File: src/rtl/sclDivPkg.sv
package sclDivPkg;

  // strobes from control to datapath
  typedef struct packed {
    logic clearAll;
    logic run;
  } ctrlStrobes_t;

  // terminal-count pulses from datapath back to control
  typedef struct packed {
    logic preTc;
    logic aTc;
    logic bTc;
  } tickSet_t;

endpackage

File: src/rtl/sclDivStage.sv
module sclDivStage #(
  parameter int W = 4
) (
  input  logic         clk,
  input  logic         rstN,
  input  logic         clear,
  input  logic         step,
  input  logic [W-1:0] lim,
  output logic         term,
  output logic [W-1:0] cnt
);

  assign term = step && (cnt == lim);

  always_ff @(posedge clk or negedge rstN) begin
    if (!rstN)         cnt <= '0;
    else if (clear)    cnt <= '0;
    else if (step)     cnt <= term ? '0 : cnt + W'(1);
  end

  // a clear leaves the stage at zero
  a_r5_clear_zeroes: assert property (@(posedge clk) disable iff (!rstN)
    clear |=> cnt == '0);

  // a running stage never counts past its active limit
  a_r6_cnt_bound: assert property (@(posedge clk) disable iff (!rstN)
    !clear |-> cnt <= lim);

endmodule

File: src/rtl/sclDivCtrl.sv
module sclDivCtrl
  import sclDivPkg::*;
#(
  parameter int DIVA_W = 2,
  parameter int DIVB_W = 6
) (
  input  logic              clk,
  input  logic              rstN,
  input  logic              enable,
  input  logic [DIVA_W-1:0] divA,
  input  logic [DIVB_W-1:0] divB,
  input  tickSet_t          ticks,
  output ctrlStrobes_t      ctl,
  output logic [DIVA_W-1:0] limA,
  output logic [DIVB_W-1:0] limB
);

  assign ctl.clearAll = !enable;
  assign ctl.run      = enable;

  // active divisors: follow the field while idle, else only at the stage boundary
  always_ff @(posedge clk or negedge rstN) begin
    if (!rstN) begin
      limA <= '0;
      limB <= '0;
    end else begin
      if (!enable || ticks.aTc) limA <= divA;
      if (!enable || ticks.bTc) limB <= divB;
    end
  end

  // mid-period the active divA value is held
  a_r6_hold_a: assert property (@(posedge clk) disable iff (!rstN)
    enable && !ticks.aTc |=> $stable(limA));

  // mid-period the active divB value is held
  a_r7_hold_b: assert property (@(posedge clk) disable iff (!rstN)
    enable && !ticks.bTc |=> $stable(limB));

  // while idle the field is captured for the first enabled period
  a_r9_idle_capture: assert property (@(posedge clk) disable iff (!rstN)
    !enable |=> limB == $past(divB));

endmodule

File: src/rtl/sclDivPath.sv
module sclDivPath
  import sclDivPkg::*;
#(
  parameter int PRESCALE = 22,
  parameter int DIVA_W   = 2,
  parameter int DIVB_W   = 6
) (
  input  logic              clk,
  input  logic              rstN,
  input  ctrlStrobes_t      ctl,
  input  logic [DIVA_W-1:0] limA,
  input  logic [DIVB_W-1:0] limB,
  output tickSet_t          ticks
);

  localparam int PRE_W = (PRESCALE > 1) ? $clog2(PRESCALE) : 1;
  localparam logic [PRE_W-1:0] PRE_LIM = PRE_W'(PRESCALE - 1);

  logic preTc;
  logic aTc;
  logic bTc;
  logic [DIVA_W-1:0] cntA;
  logic [DIVB_W-1:0] cntB;

  generate
    if (PRESCALE > 1) begin : g_pre
      logic [PRE_W-1:0] cntPre;
      sclDivStage #(.W(PRE_W)) uPre (
        .clk(clk), .rstN(rstN), .clear(ctl.clearAll), .step(ctl.run),
        .lim(PRE_LIM), .term(preTc), .cnt(cntPre)
      );
    end else begin : g_nopre
      assign preTc = ctl.run;
    end
  endgenerate

  sclDivStage #(.W(DIVA_W)) uStageA (
    .clk(clk), .rstN(rstN), .clear(ctl.clearAll), .step(preTc),
    .lim(limA), .term(aTc), .cnt(cntA)
  );

  sclDivStage #(.W(DIVB_W)) uStageB (
    .clk(clk), .rstN(rstN), .clear(ctl.clearAll), .step(aTc),
    .lim(limB), .term(bTc), .cnt(cntB)
  );

  assign ticks.preTc = preTc;
  assign ticks.aTc   = aTc;
  assign ticks.bTc   = bTc;

  // an idle divider emits no prescale pulse
  a_r1_idle_quiet: assert property (@(posedge clk) disable iff (!rstN)
    ctl.clearAll |-> !preTc);

  // after a final-stage terminal count both programmable counters restart
  a_r3_wrap_all: assert property (@(posedge clk) disable iff (!rstN)
    bTc && !ctl.clearAll |=> cntA == '0 && cntB == '0);

endmodule

File: src/rtl/sclRateGen.sv
module sclRateGen
  import sclDivPkg::*;
#(
  parameter int PRESCALE = 22,
  parameter int DIVA_W   = 2,
  parameter int DIVB_W   = 6
) (
  input  logic              clk,
  input  logic              rstN,
  input  logic              enable,
  input  logic [DIVA_W-1:0] divA,
  input  logic [DIVB_W-1:0] divB,
  output logic              prescaleTick,
  output logic              sclTick
);

  ctrlStrobes_t      ctl;
  tickSet_t          ticks;
  logic [DIVA_W-1:0] limA;
  logic [DIVB_W-1:0] limB;

  sclDivCtrl #(.DIVA_W(DIVA_W), .DIVB_W(DIVB_W)) uCtrl (
    .clk(clk), .rstN(rstN), .enable(enable), .divA(divA), .divB(divB),
    .ticks(ticks), .ctl(ctl), .limA(limA), .limB(limB)
  );

  sclDivPath #(.PRESCALE(PRESCALE), .DIVA_W(DIVA_W), .DIVB_W(DIVB_W)) uPath (
    .clk(clk), .rstN(rstN), .ctl(ctl), .limA(limA), .limB(limB), .ticks(ticks)
  );

  assign prescaleTick = ticks.preTc;
  assign sclTick      = ticks.bTc;

  // an SCL pulse always lands on a prescale pulse
  a_r8_scl_on_pre: assert property (@(posedge clk) disable iff (!rstN)
    sclTick |-> prescaleTick);

  // prescale pulses last one cycle
  a_r2_pre_single: assert property (@(posedge clk) disable iff (!rstN)
    prescaleTick |=> !prescaleTick);

endmodule

File: config.mk
export PLATFORM = sky130hd
export DESIGN_NAME = sclRateGen
export DESIGN_NICKNAME = d
export VERILOG_FILES = /design/src/rtl/sclDivPkg.sv /design/src/rtl/sclDivStage.sv /design/src/rtl/sclDivCtrl.sv /design/src/rtl/sclDivPath.sv /design/src/rtl/sclRateGen.sv
export SDC_FILE = /design/constraint.sdc
export NUM_CORES = 1
export LEC_CHECK = 0
export BUFFER_PORTS_ARGS = -buffer_cell sky130_fd_sc_hd__buf_4
export CORE_MARGIN = 3
export CORE_UTILIZATION = 55
export CTS_CLUSTER_SIZE = 28
export DETAILED_ROUTE_END_ITERATION = 8
export PLACE_DENSITY = 0.76
export SLEW_MARGIN = 5
export SYNTH_ARGS = -nofsm -noshare
export SYNTH_HDL_FRONTEND = slang
export SYNTH_SLANG_ARGS = --single-unit
File: constraint.sdc
create_clock -name clk -period 2.42 [get_ports clk]
set_input_delay 0.121 -clock clk [delete_from_list [all_inputs] [get_ports clk]]
set_output_delay 0.121 -clock clk [all_outputs]
set_load 0.02 [all_outputs]
==> summary.md <==
| Metric | Value |
|---|---|
| Total via count after detailed routing | `865` |
| CP dominant cell by count | `sky130_fd_sc_hd__buf_4` |
| Post-Synth Simple-Gate Area | `17.3%` |
| Gate Count Post-Synth | `109` |
| Combinational family with the most area after synthesis | `simple AND/OR/NAND/NOR gates` |
| Fin util | `70.5%` |
| Fraction of the yosys area taken by sequential cells | `47.0%` |
| Post-synthesis adder-cell area fraction | `3.36%` |
| PwrDens | `526 nW/µm²` |
| Final clock period utilization by the worst path | `approximately 96%` |
| Cell type contributing the most total cell area after synthesis | `sky130_fd_sc_hd__dfrtp_1` |
| Area of the die | `2610 µm²` |
| Outcome | `complete, no violations` |
| Top-Level Pins | `13` |
| Final Slew Violations | `0` |
| Number of antenna violations at the first check in global routing | `0` |
| Flip-flop and latch area | `526 µm²` |
| Nets | `140` |
| Placed wire-length estimate after detailed placement | `1.61 mm` |
| Root buf cell | `sky130_fd_sc_hd__clkbuf_4` |
| CP delay by family, top | `simple AND/OR/NAND/NOR gates` |
| Placer Congestion | `slightly above 0.8` |
| Vertical die dimension | `51.1 µm` |
| Aggregate global routing overflow | `0` |
| Number of enable-type register cells in the synthesized netlist | `0` |
| Number of core rows | `15` |
| Relative slew margins | `67.2%` |
| Type of origin of the critical path | `flop` |
| Slew at the pin with the worst max-slew slack | `488 ps` |
| Antenna Nets Post-Route | `0` |
| Highest clock frequency the design can meet | `~0.43 GHz` |
| Synth cell types | `27` |
| Standard cell area after detailed placement | `1240 µm²` |
| Vias per cell | `5.77` |
| Buf/Inv on CP | `3` |
| Final setup violating endpoints | `0` |
| Worst path max stage delay | `450 ps` |
| Biggest area contributors in the synthesized netlist | `sky130_fd_sc_hd__dfrtp_1 47%, sky130_fd_sc_hd__mux2_2 8.1%, sky130_fd_sc_hd__xnor2_1 5.5%` |
| Wire length of the first global-routing pass | `3.65 mm` |
| Post-synthesis xor/xnor area fraction | `8.61%` |
| Number of detailed-routing iterations run before antenna repair | `4` |
| CTS tree | `done` |
| Area delta synth->final | `14.8%` |
| Worst-case clock buffer depth | `2` |
| Static leakage | `0.569 nW` |
| Largest net degree at the start of global routing | `22` |
| Most instantiated cells after synthesis | `21 x sky130_fd_sc_hd__dfrtp_1, 12 x sky130_fd_sc_hd__nand2_1, 12 x sky130_fd_sc_hd__nor2_1` |
| Remaining routing DRC violations | `0` |
| Final sum of negative setup slack | `0 ps` |
| Count of buffers from port buffering | `12` |
| Async set or reset register ratio after synthesis | `100%` |
| Wire per inst | `14.3 µm` |
| Final instance area | `1280 µm²` |
| Horiz. Die Dim | `51.1 µm` |
| Starting Density | `61.4%` |
| Fraction of synthesized area in multiplexers | `8.05%` |
| Ratio of cells with drive above 1 in the final layout | `23.2%` |
| Critical-path cell with the highest stage delay | `sky130_fd_sc_hd__or3_4` |
| Yosys warning total | `0` |
| Area of the multi-input gates | `574 µm²` |
| Worst endpoint required time | `2300 ps` |
| Hold Slack | `34.8 ps` |
| Syn nets | `123` |
| Clock latency of the later-clocked register in the worst-skew pair | `310 ps` |
| Number of hold violations in the final report | `0` |
| Library cell with the highest instance count after synthesis | `sky130_fd_sc_hd__dfrtp_1` |
| Count of antenna diodes in the layout | `0` |
| Synth Cell Area | `1120 µm²` |
| Crit path cell chain | `inv_1 -> ha_1 -> nand4b_4 -> or3_4 -> buf_4 -> nor4_2 -> buf_4` |
| Clock Sink Count | `21` |
| Ys flop type | `sky130_fd_sc_hd__dfrtp_1` |
| Number of storage elements in the synthesis netlist | `21` |
| Fraction of the mapped netlist area in compound gates | `13.0%` |
| Arrival time of the worst setup path | `2190 ps` |
| FILL cells | `between 150 and 200` |
| Number of global-route vias before repair | `910` |
| Worst-path fanout max | `10` |
| Max-cap viol count | `0` |
| Number of buffers created by CTS | `3` |
| Max IR drop VDD | `0.000428 V` |
| Number of H-tree levels | `1` |
| Critical Path Sink Type | `output port` |
| Post-detailed-routing wire length | `roughly 2.1 mm` |
| Share of the synthesized area in the top cell type | `a little under half` |
| Average cell area after synthesis | `10.3 µm²` |
| Final worst clock skew | `8.84 ps` |
| Clock period minus final worst setup slack | `between 2000 and 2500 ps` |
| Class of the most critical hold timing path | `input port to flop` |
| Clock transition at the registers of the reported paths | `110 ps` |
| Placeable core region | `1820 µm²` |
| Number of DRC markers after the initial detailed-route iteration | `7` |
| Critical path class | `flop to output port` |
| Overall routing resource usage | `18.7%` |
==> final cells by class <==
cell class	instances	area share, %
multi-input combinational	82	44.7
sequential	21	40.9
timing repair buffer	15	8.97
tap	25	2.44
clock buffer	4	2.05
inverter	3	0.877
==> registers in the layout, indices dropped and copies added, names as in the netlist <==
signal,count
uPath.uStageA.cnt,2
uCtrl.limB,6
uPath.g_pre.uPre.cnt,5
uPath.uStageB.cnt,6
uCtrl.limA,2
==> metrics by stage <==
step | setup WS [ps] | total power [mW] | std cells
3_3_place_gp | 301 | 0.506 | 145
5_1_grt | -12.1 | 0.709 | 150
2_1_floorplan | 297 | 0.474 | 109
4_1_cts | 45.1 | 0.680 | 150
3_5_place_dp | 243 | 0.512 | 145
6_report | 109 | 0.676 | 150
==> worst register-to-register path: stages (launching register included) <==
cell,delay (ps)
sky130_fd_sc_hd__dfrtp_1,410
sky130_fd_sc_hd__inv_1,60
sky130_fd_sc_hd__ha_1,170
sky130_fd_sc_hd__nand4b_4,170
sky130_fd_sc_hd__or3_4,450
sky130_fd_sc_hd__o31ai_4,400
sky130_fd_sc_hd__mux2_2,380
==> cells by family after synthesis <==
| group | Yosys count |
|---|---|
| simple gates | 39 |
| compound gates | 21 |
| flops | 21 |
| xor+xnor | 11 |
| mux | 8 |
| buf+inv | 6 |
| fa+ha+maj | 3 |
==> metal layers <==
| metal | share of wire [%] | GRT usage, % |
|---|---|---|
| met1 | 42 | 19.3 |
| met5 | 0 | 0 |
| met4 | 1.9 | 9.87 |
| met3 | 3.8 | 4.37 |
| met2 | 53 | 34.5 |
==> repair_timing <==
item,CTS,global route
gates resized for setup,0,2
endpoints found under the hold margin,21,0
hold buffers,1,0
buffers inserted,0,0
setup endpoints to repair,0,1
==> power breakdown <==
part	internal, mW	switching, mW	leakage [nW]
clock network	0.0644	0.103	0.0150
registers	0.375	0.0267	0.270
logic	0.0524	0.0544	0.284
total	0.491	0.184	0.569
==> worst paths after layout <==
kind,startpoint,to,slack [ps],depth (start not counted)
worst min register to register,uPath.g_pre.uPre.cnt[0]$_DFF_PN0_,uPath.g_pre.uPre.cnt[0]$_DFF_PN0_,520,1
max in group asynchronous,rstN,uCtrl.limB[4]$_DFFE_PN0P_,1970,2
worst max-delay path,uPath.g_pre.uPre.cnt[1]$_DFF_PN0_,sclTick,110,7
worst max register to register,uPath.g_pre.uPre.cnt[1]$_DFF_PN0_,uCtrl.limB[3]$_DFFE_PN0P_,280,6
min in group asynchronous,rstN,uCtrl.limA[1]$_DFFE_PN0P_,230,2
worst min-delay path,divB[1],uCtrl.limB[1]$_DFFE_PN0P_,30,2
==> cells in the final DEF (no fill, tap or decap) <==
cell | Yosys | routed
sky130_fd_sc_hd__nor2b_1 | 2 | 2
sky130_fd_sc_hd__xnor2_1 | 7 | 7
sky130_fd_sc_hd__buf_4 | 0 | 14
sky130_fd_sc_hd__o211ai_1 | 6 | 6
sky130_fd_sc_hd__mux2_2 | 8 | 8
sky130_fd_sc_hd__o21ai_0 | 4 | 4
sky130_fd_sc_hd__ha_1 | 3 | 3
sky130_fd_sc_hd__dfrtp_1 | 21 | 21
sky130_fd_sc_hd__nand2_1 | 12 | 12
sky130_fd_sc_hd__clkbuf_4 | 0 | 3
sky130_fd_sc_hd__o22ai_1 | 1 | 1
sky130_fd_sc_hd__clkbuf_1 | 1 | 1
sky130_fd_sc_hd__a31oi_1 | 3 | 3
sky130_fd_sc_hd__or3_4 | 0 | 1
sky130_fd_sc_hd__nand4_1 | 1 | 1
sky130_fd_sc_hd__nand3_1 | 4 | 4
sky130_fd_sc_hd__nor2_1 | 12 | 12
sky130_fd_sc_hd__inv_1 | 2 | 2
sky130_fd_sc_hd__nor4_2 | 0 | 1
sky130_fd_sc_hd__nand2b_1 | 1 | 1
sky130_fd_sc_hd__dlygate4sd3_1 | 0 | 1
sky130_fd_sc_hd__clkinv_1 | 1 | 1
sky130_fd_sc_hd__nor4_1 | 3 | 2
sky130_fd_sc_hd__xor2_1 | 4 | 4
sky130_fd_sc_hd__o221ai_1 | 1 | 1
sky130_fd_sc_hd__nor3_1 | 2 | 2
sky130_fd_sc_hd__o31ai_4 | 1 | 1
sky130_fd_sc_hd__a21oi_1 | 5 | 5
sky130_fd_sc_hd__nand4b_4 | 1 | 1
Power figures use the tool's default switching activity.
